## src/rtl/tsc_pkg.sv

```systemverilog
// Package: shared constants for the time-stamp capture unit.
// Assumes: software clear writes use bit FLAG_BIT for the event flag and
// OVF_BIT for the overflow flag, both active-low (0 clears).
package tsc_pkg;

    localparam int FLAG_BIT = 0;
    localparam int OVF_BIT  = 1;
    localparam int CLR_W    = 2;

    typedef enum logic {
        EDGE_FALL = 1'b0,
        EDGE_RISE = 1'b1
    } edge_mode_e;

endpackage

```

## src/rtl/tsc_pin_sync.sv

```systemverilog
// Module: tsc_pin_sync
// Brings the event pin into the clock domain through SYNC_STAGES flops and
// detects an edge of the selected polarity on the last stage.
// Assumes: SYNC_STAGES >= 1; the detect pulse is one clock cycle wide.
module tsc_pin_sync
    import tsc_pkg::*;
#(
    parameter int SYNC_STAGES = 2
) (
    input  logic clk,
    input  logic rst_n,
    input  logic pin,
    input  logic enable,
    input  logic edge_rise,
    output logic detect
);

    logic [SYNC_STAGES-1:0] chain_q;
    logic                   prev_q;
    logic                   level;
    logic                   rise_seen;
    logic                   fall_seen;
    edge_mode_e             mode;

    // First stage samples the raw pin.
    always_ff @(posedge clk) begin
        if (!rst_n) chain_q[0] <= 1'b0;
        else        chain_q[0] <= pin;
    end

    // Remaining stages, one per generate iteration.
    for (genvar g = 1; g < SYNC_STAGES; g++) begin : g_stage
        always_ff @(posedge clk) begin
            if (!rst_n) chain_q[g] <= 1'b0;
            else        chain_q[g] <= chain_q[g-1];
        end
    end

    assign level = chain_q[SYNC_STAGES-1];

    // History flop for edge detection.
    always_ff @(posedge clk) begin
        if (!rst_n) prev_q <= 1'b0;
        else        prev_q <= level;
    end

    // Polarity decode and gated detect.
    always_comb begin
        mode      = edge_mode_e'(edge_rise);
        rise_seen = level & ~prev_q;
        fall_seen = ~level & prev_q;
        detect    = enable & ((mode == EDGE_RISE) ? rise_seen : fall_seen);
    end

endmodule

```

## src/rtl/tsc_tick_pipe.sv

```systemverilog
// Module: tsc_tick_pipe
// Delays a detected event by DELAY_TICKS prescaler ticks. Events detected
// between ticks merge into the first slot. Reports whether any event is in
// flight and when one arrives.
// Assumes: DELAY_TICKS >= 1; tick is a one-cycle pulse.
module tsc_tick_pipe #(
    parameter int DELAY_TICKS = 2
) (
    input  logic clk,
    input  logic rst_n,
    input  logic tick,
    input  logic enable,
    input  logic detect,
    output logic pending,
    output logic arrive
);

    localparam int LAST = DELAY_TICKS - 1;

    logic [DELAY_TICKS-1:0] slot_q;

    // Entry slot: loads on a tick, otherwise accumulates detections.
    always_ff @(posedge clk) begin
        if (!rst_n || !enable) slot_q[0] <= 1'b0;
        else if (tick)         slot_q[0] <= detect;
        else                   slot_q[0] <= slot_q[0] | detect;
    end

    // Later slots advance on each tick.
    for (genvar g = 1; g < DELAY_TICKS; g++) begin : g_slot
        always_ff @(posedge clk) begin
            if (!rst_n || !enable) slot_q[g] <= 1'b0;
            else if (tick)         slot_q[g] <= slot_q[g-1];
        end
    end

    // Status toward the flag logic.
    always_comb begin
        pending = |slot_q;
        arrive  = tick & enable & slot_q[LAST];
    end

endmodule

```

## src/rtl/tsc_flag_ctrl.sv

```systemverilog
// Module: tsc_flag_ctrl
// Holds the event and overflow flags, applies software clears (set beats
// clear), decides whether an arriving event is captured, and forms the
// interrupt.
// Assumes: detect, pending and arrive come from the same clock domain.
module tsc_flag_ctrl
    import tsc_pkg::*;
(
    input  logic             clk,
    input  logic             rst_n,
    input  logic             detect,
    input  logic             pending,
    input  logic             arrive,
    input  logic             clr_wr,
    input  logic [CLR_W-1:0] clr_data,
    input  logic             irq_en,
    output logic             load,
    output logic             flag,
    output logic             ovf,
    output logic             irq
);

    logic flag_q;
    logic ovf_q;
    logic flag_set;
    logic flag_clr;
    logic ovf_set;
    logic ovf_clr;

    // Set and clear conditions.
    always_comb begin
        flag_set = arrive;
        flag_clr = clr_wr & ~clr_data[FLAG_BIT];
        ovf_set  = (detect & (flag_q | pending)) | (arrive & flag_q);
        ovf_clr  = clr_wr & ~clr_data[OVF_BIT];
        load     = arrive & ~flag_q;
    end

    // Event flag register.
    always_ff @(posedge clk) begin
        if (!rst_n)        flag_q <= 1'b0;
        else if (flag_set) flag_q <= 1'b1;
        else if (flag_clr) flag_q <= 1'b0;
    end

    // Overflow flag register.
    always_ff @(posedge clk) begin
        if (!rst_n)       ovf_q <= 1'b0;
        else if (ovf_set) ovf_q <= 1'b1;
        else if (ovf_clr) ovf_q <= 1'b0;
    end

    // Outputs.
    always_comb begin
        flag = flag_q;
        ovf  = ovf_q;
        irq  = flag_q & irq_en;
    end

endmodule

```

## src/rtl/tsc_shadow_regs.sv

```systemverilog
// Module: tsc_shadow_regs
// Shadow register that loads the calendar snapshot on an accepted capture
// and holds it otherwise.
// Assumes: load is one cycle wide.
module tsc_shadow_regs #(
    parameter int WIDTH = 48
) (
    input  logic             clk,
    input  logic             rst_n,
    input  logic             load,
    input  logic [WIDTH-1:0] d,
    output logic [WIDTH-1:0] q
);

    logic [WIDTH-1:0] q_r;

    // Snapshot storage.
    always_ff @(posedge clk) begin
        if (!rst_n)    q_r <= '0;
        else if (load) q_r <= d;
    end

    assign q = q_r;

endmodule

```

## src/rtl/tsc_stamp_unit.sv

```systemverilog
// Module: tsc_stamp_unit (top)
// Time-stamp capture: pin synchronizer, tick-paced delay, flag control and
// shadow registers for the subsecond, time and date fields.
// Assumes: tick is a one-cycle pulse in the clk domain; calendar inputs are
// stable around a tick.
module tsc_stamp_unit
    import tsc_pkg::*;
#(
    parameter int SS_W        = 16,
    parameter int TIME_W      = 22,
    parameter int DATE_W      = 22,
    parameter int SYNC_STAGES = 2,
    parameter int DELAY_TICKS = 2
) (
    input  logic              clk,
    input  logic              rst_n,
    input  logic              tick,
    input  logic              ts_pin,
    input  logic              ts_en,
    input  logic              edge_rise,
    input  logic              irq_en,
    input  logic              clr_wr,
    input  logic [1:0]        clr_data,
    input  logic [SS_W-1:0]   cal_ss,
    input  logic [TIME_W-1:0] cal_time,
    input  logic [DATE_W-1:0] cal_date,
    output logic [SS_W-1:0]   cap_ss,
    output logic [TIME_W-1:0] cap_time,
    output logic [DATE_W-1:0] cap_date,
    output logic              stamp_flag,
    output logic              stamp_ovf,
    output logic              stamp_irq
);

    localparam int SNAP_W = SS_W + TIME_W + DATE_W;

    logic              det;
    logic              pend;
    logic              arr;
    logic              load;
    logic [SNAP_W-1:0] snap_d;
    logic [SNAP_W-1:0] snap_q;

    tsc_pin_sync #(.SYNC_STAGES(SYNC_STAGES)) u_sync (
        .clk       (clk),
        .rst_n     (rst_n),
        .pin       (ts_pin),
        .enable    (ts_en),
        .edge_rise (edge_rise),
        .detect    (det)
    );

    tsc_tick_pipe #(.DELAY_TICKS(DELAY_TICKS)) u_pipe (
        .clk     (clk),
        .rst_n   (rst_n),
        .tick    (tick),
        .enable  (ts_en),
        .detect  (det),
        .pending (pend),
        .arrive  (arr)
    );

    tsc_flag_ctrl u_flags (
        .clk      (clk),
        .rst_n    (rst_n),
        .detect   (det),
        .pending  (pend),
        .arrive   (arr),
        .clr_wr   (clr_wr),
        .clr_data (clr_data),
        .irq_en   (irq_en),
        .load     (load),
        .flag     (stamp_flag),
        .ovf      (stamp_ovf),
        .irq      (stamp_irq)
    );

    // Pack the live calendar into one snapshot word.
    assign snap_d = {cal_date, cal_time, cal_ss};

    tsc_shadow_regs #(.WIDTH(SNAP_W)) u_shadow (
        .clk   (clk),
        .rst_n (rst_n),
        .load  (load),
        .d     (snap_d),
        .q     (snap_q)
    );

    // Unpack the captured snapshot.
    assign cap_ss   = snap_q[SS_W-1:0];
    assign cap_time = snap_q[SS_W +: TIME_W];
    assign cap_date = snap_q[SS_W+TIME_W +: DATE_W];

endmodule

```

## config.mk

```make
export PLATFORM = sky130hd
export DESIGN_NAME = tsc_stamp_unit
export DESIGN_NICKNAME = d
export VERILOG_FILES = /design/src/rtl/tsc_pkg.sv /design/src/rtl/tsc_pin_sync.sv /design/src/rtl/tsc_tick_pipe.sv /design/src/rtl/tsc_flag_ctrl.sv /design/src/rtl/tsc_shadow_regs.sv /design/src/rtl/tsc_stamp_unit.sv
export SDC_FILE = /design/constraint.sdc
export NUM_CORES = 1
export LEC_CHECK = 0
export ABC_AREA = 0
export BUFFER_PORTS_ARGS = -buffer_cell sky130_fd_sc_hd__buf_2
export CORE_UTILIZATION = 47
export DETAILED_ROUTE_END_ITERATION = 8
export PLACE_DENSITY = 0.84
export SLEW_MARGIN = 30
export SYNTH_ARGS = -nofsm -noshare
export SYNTH_HDL_FRONTEND = slang
export SYNTH_SLANG_ARGS = --single-unit
```

## constraint.sdc

```tcl
create_clock -name clk -period 3.1 [get_ports clk]
set_input_delay 0.62 -clock clk [delete_from_list [all_inputs] [get_ports clk]]
set_output_delay 0.62 -clock clk [all_outputs]
set_load 0.01 [all_outputs]
```

Yosys cells after proc, flatten, opt, wreduce, memory -nomap -nowiden
Index checks and enable logic that the tools add are counted.

Input port bits: 70. Logic and storage cells: 39. RAM bits: 0. Memories: 0. Memory bits (read-only): 0. Latch bits: 0. Bits in registers: 67. Output and inout port bits: 63.

$mul: 0. Divide/modulo/power cells: 0. Magnitude comparators: 0. Bitwise operators: 19. Add/subtract/negate cells: 0. Equality and inequality tests: 0. Reductions and logical operators: 6. Shifts and indexed selects: 0. Multiplexer cells: 6.

Operators by type and width (number): 1-bit bitwise AND (11); 1-bit 2-to-1 mux (6); 1-bit inverter (5); 2-bit nonzero test (2); 1-bit OR (3); 1-bit zero test (2); 2-bit OR reduction (1); 1-bit logical OR (1).

Longest topological paths before layout
Gate-level depths: netlist of the first run.

Depth after elaboration: 7. Gate-level depth with buffers: 5. Gate-level depth less buffers: 3.

By module
Synthesis of the first run repeated with hierarchy kept, for this count alone.

Cell total of the unflattened synthesis: 224. Area, all modules: 2591.2 µm².

Modules (own cells, without submodules): tsc_shadow_regs (cells an instance 193, seq. area each 1201.2 µm², area an instance 2301.0 µm², instances 1); tsc_pin_sync (cells an instance 9, seq. area each 60.1 µm², area an instance 102.6 µm², instances 1); tsc_flag_ctrl (cells an instance 12, seq. area each 40.0 µm², area an instance 97.6 µm², instances 1); tsc_tick_pipe (cells an instance 10, seq. area each 40.0 µm², area an instance 90.1 µm², instances 1).

Least setup slack after synthesis of the first run
OpenSTA, ideal clock, no wires.

Kind: input to output. Start: input irq_en. End: output stamp_irq. Data arrival time: 785 ps. Required time: 2480 ps. Stages on the path: 1. Setup slack: 1695 ps. Path through: and2_1.

Longest elaborated chain between the ends: 1.

RTL lines: from (decl) (line tsc_stamp_unit.sv:21) `input logic irq_en,`; 1-bit bitwise AND (line tsc_flag_ctrl.sv:57) `irq = flag_q & irq_en;`; to (decl) (line tsc_stamp_unit.sv:32) `output logic stamp_irq`.

No other way between the ends.

Final worst setup path of the first run
Start: input ts_en. End: register u_shadow.q_r[37] (netlist: u_shadow.q[37]).

Longest elaborated chain between the ends: 3.

RTL lines: from (decl) (line tsc_stamp_unit.sv:19) `input logic ts_en,`; 1-bit bitwise AND (2 in a row) (line tsc_tick_pipe.sv:40) `arrive = tick & enable & slot_q[LAST];`; 1-bit bitwise AND (line tsc_flag_ctrl.sv:36) `load = arrive & ~flag_q;`; to (signal assigned) (line tsc_shadow_regs.sv:19) `if (!rst_n) q_r <= '0;`; to (signal assigned) (line tsc_shadow_regs.sv:20) `else if (load) q_r <= d;`; to (decl) (line tsc_shadow_regs.sv:15) `logic [WIDTH-1:0] q_r;`.

No other way between the ends. A chain may end at the register's enable or synchronous reset.

==> flow_metrics.py, run 1 <==
metrics = {
    "outcome": {
        "outcome": "finished clean",
    },
    "clocking": {
        "h-tree-depth": 3,
        "clock_latency_ps": 330,
        "ctsResizeCount": 0,
        "cts_tree": "built",
        "post_cts_buffers": 0,
        "hold_buffers": 0,
        "root_buffer": "clkbuf_8",
        "clock_path_buffers": 2,
        "clkTransAtPathRegs_ps": 70,
        "cts_sinks": 67,
        "cts_buffers": 9,
    },
    "finish": {
        "syn_to_final_growth_pct": 34.5,
        "drive_above_1_share": 0.354,
        "layout.nets": 487,
        "n_antenna_cell": 0,
    },
    "timing": {
        "max_freq_mhz": 618,
        "rsz0062_at_grt": "no",
        "fin_ws_ps": 1480,
        "timing.final.crit_share": 0.522,
        "relSlewSlack": 0.481,
        "fin_worst_skew_ps": 7.65,
        "period_needed_ps": 1620,
        "setup_tns_ps": 0,
        "hold_violations": 0,
        "final-setup-viol-count": 0,
        "slew_viol_final": 0,
        "worst_pin_slew_ps": 778,
    },
    "setup_path": {
        "critical_path_buf_inv_count": 2,
        "critPathKind": "in2reg",
        "endpoint_kind": "register",
        "required_ps": 3330,
        "cp.depth": 5,
        "path_delay_family": "simple AND/OR/NAND/NOR gates",
        "rrSetupSlack_ps": 1490,
        "slowest_stage": "and4b_2",
        "crit_fanout": 33,
        "reg2reg_from": "u_pipe.slot_q[1]",
        "crit_path_cell_trace": "buf_2 > and4b_2 > buf_12 > nand2_1 > a21oi_1",
        "worstSetupStartpointType": "primary input",
        "r2r-end": "u_shadow.q[37]",
        "slowest_delay_ps": 610,
        "ff2ff_path_depth": 4,
        "worstPathArrival_ps": 1850,
    },
    "drt": {
        "dr.pass1.iters": 4,
        "num_vias": 2338,
        "drtAntennaViolNets": 0,
        "drc": 0,
        "wl_per_cell_um": 11.4,
        "wl_um": 5570,
        "first_iter_violations": 56,
        "vias_per_cell": 4.79,
    },
    "yosys": {
        "yosys_warnings": 0,
        "syn-cell-area_sq_um": 2370,
        "ys_ff_latch": 67,
        "synth-adder-area-share": 0,
        "synthDistinctLibCells": 22,
        "seq_area_frac_synth": 0.566,
        "synth.area.mux_share": 0.00422,
        "synthCells": 290,
        "synth_fp_nets": 360,
        "synth_top_family_by_area": "simple AND/OR/NAND/NOR gates",
        "synthXorXnorAreaFrac": 0,
        "syn_area_per_cell_sq_um": 8.18,
        "yosys.area_share.simple": 0.226,
        "synth-compound-area-share": 0.148,
    },
    "hold_path": {
        "hold_start": "u_sync.chain_q[0]",
        "hold_end": "u_sync.level",
        "hold_class": "reg2reg",
        "hold_depth": 1,
    },
    "grt": {
        "overflow": 0,
        "antenna_found_initial": 0,
        "track_usage": 0.214,
        "grt_pass1_vias": 2088,
        "grt_max_degree": 63,
        "grt_pass1_wl_um": 8710,
    },
    "floorplanning": {
        "io_pins": 133,
        "coreArea_sq_um": 4790,
        "row_count": 25,
        "die_w_um": 73.0,
        "dieArea_sq_um": 5330,
        "initial_core_util": 0.495,
        "chipHeight_um": 73.0,
    },
    "pwr": {
        "leakage_uw": 0.00143,
        "powerDensity_nw_per_um2": 482,
        "ir_drop_v": 0.000336,
    },
    "placement": {
        "dp_slack_ps": 1160,
        "portBuffers": 132,
        "place.gp.congestion": 0.767,
        "dp_hpwl_um": 3890,
    },
    "job": {
        "maxCapViolCount": 0,
    },
}
[layout by cell type (no fill, tap or decap)]
cell / netlist / layout
a21boi_0: 1 / 1
clkinv_2: 0 / 2
nor3b_1: 1 / 1
clkbuf_8: 0 / 10
buf_2: 5 / 132
nand3_1: 1 / 1
o221ai_1: 1 / 1
buf_12: 0 / 1
nand2_1: 121 / 121
a21oi_1: 63 / 63
and3b_1: 1 / 1
clkbuf_1: 7 / 3
o21ai_0: 2 / 2
nand4b_1: 1 / 1
buf_4: 1 / 2
nand2b_1: 2 / 2
mux2i_1: 1 / 1
and2_1: 4 / 4
dfxtp_1: 67 / 67
a221oi_1: 1 / 1
nor2_1: 1 / 1
clkinvlp_4: 0 / 1
and4b_2: 0 / 1
inv_1: 1 / 1
[per-stage QoR]
stage | power [uW] | cells | hold WS, ps | utilization | cell area, sq um
floorplan | 898 | 290 | 412 | - | 2370
global placement | 946 | 473 | 416 | 0.632 | 3030
detailed placement | 945 | 473 | 427 | 0.632 | 3030
CTS | 1550 | 488 | 443 | 0.666 | 3190
global route | 1590 | 488 | 467 | 0.666 | 3190
finish | 1540 | 488 | 437 | 0.666 | 3190
[flip-flops by register name, summed over array words and instances, names as in the netlist]
register        count
u_shadow.q         60
u_sync.chain_q      1
u_pipe.slot_q       2
u_sync.level        1
u_flags.ovf         1
u_sync.prev_q       1
u_flags.flag        1
[layout make-up]
type                       count  area (sq um)
timing repair buffer         135           696
tap                           67          83.8
clock buffer                  13           149
sequential                    67          1340
inverter                       2          8.76
multi-input combinational    202           897
clock inverter                 2          12.5
fill                         412          1600
[per-layer routing]
| layer | share of wire | vias to the layer above | wire, um | track usage |
|---|---|---|---|---|
| met5 | 0 | - | 0 | 0 |
| met4 | 0.0056 | 0 | 31 | 0.0937 |
| met3 | 0.086 | 4 | 480 | 0.0843 |
| met2 | 0.49 | 99 | 2720 | 0.366 |
| met1 | 0.42 | 1046 | 2330 | 0.234 |
| li1 | - | 1189 | - | - |
[cells in the mapped netlist, drive strengths merged]
| cell type | n | share of area |
|---|---|---|
| mux2i | 1 | 0.0042 |
| nor3b | 1 | 0.0032 |
| nand2 | 121 | 0.19 |
| nor2 | 1 | 0.0016 |
| o221ai | 1 | 0.0037 |
| a21oi | 63 | 0.13 |
| buf | 12 | 0.042 |
| and3b | 1 | 0.0037 |
| nand4b | 1 | 0.0037 |
| dfxtp | 67 | 0.57 |
| clkbuf | 7 | 0.011 |
| a221oi | 1 | 0.0037 |
| nand2b | 2 | 0.0053 |
| a21boi | 1 | 0.0032 |
| and4b | 1 | 0.0042 |
| o21ai | 2 | 0.0042 |
| nand3 | 1 | 0.0021 |
| inv | 2 | 0.0032 |
| and2 | 4 | 0.011 |
[cell families (layout without fill, tap and decap cells)]
| group | count (synthesis) | count (layout) |
|---|---|---|
| buffers and inverters | 21 | 152 |
| flip-flops | 67 | 67 |
| multiplexers | 1 | 1 |
| AO/OA/AOI/OAI | 68 | 68 |
| AND/OR/NAND/NOR | 133 | 133 |
[report_power, final]
part           switching, uW  leakage [uW]  internal (uW)
Clock                    303     0.0000795            307
Sequential             0.886      0.000540            863
Combinational           28.5      0.000809           34.0
Total                    332       0.00143           1200
[worst max path at each step]
stage,slack [ps],from,end
after floorplan,1700,irq_en,stamp_irq
after global placement,1200,ts_en,u_shadow.q[10]
after detailed placement,1160,ts_en,u_shadow.q[34]
after CTS,1480,u_flags.flag,stamp_irq
after global routing,1330,u_pipe.slot_q[1],u_shadow.q[37]
final,1480,ts_en,u_shadow.q[37]
(Power assumes the default switching activity.)
==> run 2: changes to the inputs <==
- ABC_AREA: 0 -> 1
- CORE_UTILIZATION: 47 -> 43
- PLACE_DENSITY: 0.84 -> 0.78
- clock period: 3.1 -> 1.6 ns (I/O delays scaled with it)
==> run 2 against run 1 <==
Against the previous run: sequential power grew 98%; largest power group unchanged; clock power rose by 140%; sequential cell count stayed put.
==> flow_metrics.py, run 2 <==
metrics = {
    "yosys": {
        "yosysMostFrequentCell": "nor2_1",
        "netlist_top_cells_count": "124 x nor2_1, 67 x dfxtp_1, 50 x o21ai_0",
        "synth_top_area_share": 0.563,
        "yosys_warnings": 0,
        "synthXorXnorAreaFrac": 0,
        "seq_area_frac_synth": 0.563,
        "async_reset_ff_frac": 0,
        "synth.area.mux_share": 0,
        "yosys-top-cells-area": "dfxtp_1 56%, nor2_1 20%, o21ai_0 10%, buf_6 2.8%, o21ai_1 2.3%",
        "synth-adder-area-share": 0,
        "synthCells": 300,
        "synthDistinctLibCells": 20,
        "syn_area_per_cell_sq_um": 7.95,
        "syn-cell-area_sq_um": 2380,
        "synth-edff-count": 0,
        "synth_flop_cell": "dfxtp_1",
        "synth_top_family_by_area": "simple AND/OR/NAND/NOR gates",
        "synth_fp_nets": 370,
        "ys_ff_latch": 67,
        "synth-compound-area-share": 0.144,
        "yosys.area_share.simple": 0.224,
        "synth_area_leader_cell": "dfxtp_1",
    },
    "clocking": {
        "post_cts_buffers": 0,
        "clock_latency_ps": 330,
        "h-tree-depth": 3,
        "clock_path_buffers": 2,
        "ctsResizeCount": 0,
        "root_buffer": "clkbuf_8",
        "clkTransAtPathRegs_ps": 70,
        "cts_sinks": 67,
        "cts_buffers": 9,
        "hold_buffers": 0,
        "cts_tree": "built",
    },
    "drt": {
        "wl_um": 5740,
        "drc": 0,
        "dr.pass1.iters": 4,
        "drtAntennaViolNets": 0,
        "vias_per_cell": 4.60,
        "first_iter_violations": 76,
        "num_vias": 2313,
        "wl_per_cell_um": 11.4,
    },
    "grt": {
        "grt_pass1_vias": 2118,
        "track_usage": 0.205,
        "overflow": 0,
        "grt_max_degree": 47,
        "grt_pass1_wl_um": 9580,
        "antenna_found_initial": 0,
    },
    "pwr": {
        "powerDensity_nw_per_um2": 1040,
        "leakage_uw": 0.00179,
        "ir_drop_v": 0.000625,
    },
    "timing": {
        "relSlewSlack": 0.739,
        "setup_tns_ps": 0,
        "worst_pin_slew_ps": 391,
        "slew_viol_final": 0,
        "max_freq_mhz": 741,
        "rsz0062_at_grt": "no",
        "period_needed_ps": 1350,
        "timing.final.crit_share": 0.844,
        "hold_violations": 0,
        "fin_worst_skew_ps": 7.03,
        "fin_ws_ps": 250,
        "final-setup-viol-count": 0,
        "whs_ps": 174,
    },
    "setup_path": {
        "endpoint_kind": "register",
        "slowest_stage": "dfxtp_1",
        "crit_fanout": 46,
        "ff2ff_path_depth": 5,
        "crit_path_cell_trace": "nand3_2 > nor2_4 > buf_4 > o21ai_0 > nor2_1",
        "worstPathArrival_ps": 1610,
        "worstSetupStartpointType": "register",
        "critPathKind": "reg2reg",
        "slowest_delay_ps": 380,
        "rrSetupSlack_ps": 250,
        "required_ps": 1860,
    },
    "floorplanning": {
        "coreArea_sq_um": 5240,
        "initial_core_util": 0.455,
        "io_pins": 133,
        "die_w_um": 76.5,
        "row_count": 26,
        "chipHeight_um": 76.5,
        "dieArea_sq_um": 5840,
    },
    "finish": {
        "instances_no_fill": 503,
        "final_cell_mix": "132 x buf_2, 124 x nor2_1, 67 x dfxtp_1, 50 x o21ai_0, 11 x o21ai_1",
        "syn_to_final_growth_pct": 36.9,
        "largest_reg_flops": 60,
        "layout.nets": 499,
        "final-seq-area_sq_um": 1340,
        "mostFrequentLayoutCell": "buf_2",
        "fillers": 503,
        "final_core_util": 0.623,
        "multi_input_area_sq_um": 877,
        "drive_above_1_share": 0.353,
        "n_antenna_cell": 0,
    },
    "hold_path": {
        "hold_depth": 3,
        "hold_class": "in2reg",
    },
    "job": {
        "maxCapViolCount": 0,
    },
    "placement": {
        "place.gp.congestion": 0.784,
        "dp_cells": 488,
        "portBuffers": 132,
        "dp_slack_ps": 166,
        "dp_hpwl_um": 4010,
    },
    "outcome": {
        "outcome": "finished clean",
    },
}
run 2: cell types whose count changed after synthesis, moves of 2 or more:
cell | previous run | this run
a21oi_1 | 63 | 3
and2_1 | 4 | 0
inv_1 | 1 | 9
nand2_1 | 121 | 8
nand2b_1 | 2 | 0
nor2_1 | 1 | 124
o21ai_0 | 2 | 50
o21ai_1 | 0 | 11
run 2: per-stage QoR:
step                      area (sq um)  total power, uW
after CTS                         3260             3420
after global placement            3050             1940
after floorplan                   2380             1820
final                             3260             3380
after detailed placement          3050             1940
after global routing              3260             3520
run 2: logic make-up after synthesis:
family	Yosys count
AO/OA/AOI/OAI	67
buffers and inverters	29
AND/OR/NAND/NOR	137
flip-flops	67
run 2: layer usage:
metal | wire length [um] | GRT usage | part of all wire
met5 | 0 | 0 | 0
met1 | 2450 | 0.220 | 0.43
met2 | 2840 | 0.368 | 0.49
met3 | 328 | 0.0479 | 0.057
met4 | 114 | 0.112 | 0.020
run 2: path summary, 6_finish.rpt:
check,end,start
hold / removal,u_sync.chain_q[0],ts_pin
setup / recovery,u_shadow.q[7],u_pipe.slot_q[1]
hold reg to reg,u_sync.level,u_sync.chain_q[0]
setup reg to reg,u_shadow.q[7],u_pipe.slot_q[1]
run 2: critical path: cells and delay by family, from the launching register on:
family                 cells  cell delay [ps]
AOI/OAI and AO/OA          1              140
buffers and inverters      1              370
and+or+nand+nor            3              390
DFF                        1              380
run 2: final cells by class:
type                            instances  share of cell area
Clock buffer                           13              0.0456
Clock inverter                          2              0.0184
Inverter                               10              0.0115
Multi-Input combinational cell        204               0.269
Sequential cell                        67               0.411
Tap cell                               70              0.0268
Timing Repair Buffer                  137               0.218
run 2: power breakdown:
part	switching [uW]	total, uW	internal [uW]
sequential	13.3	1710	1700
clock	566	1480	914
combinational	94.9	192	97.6
total	674	3380	2710
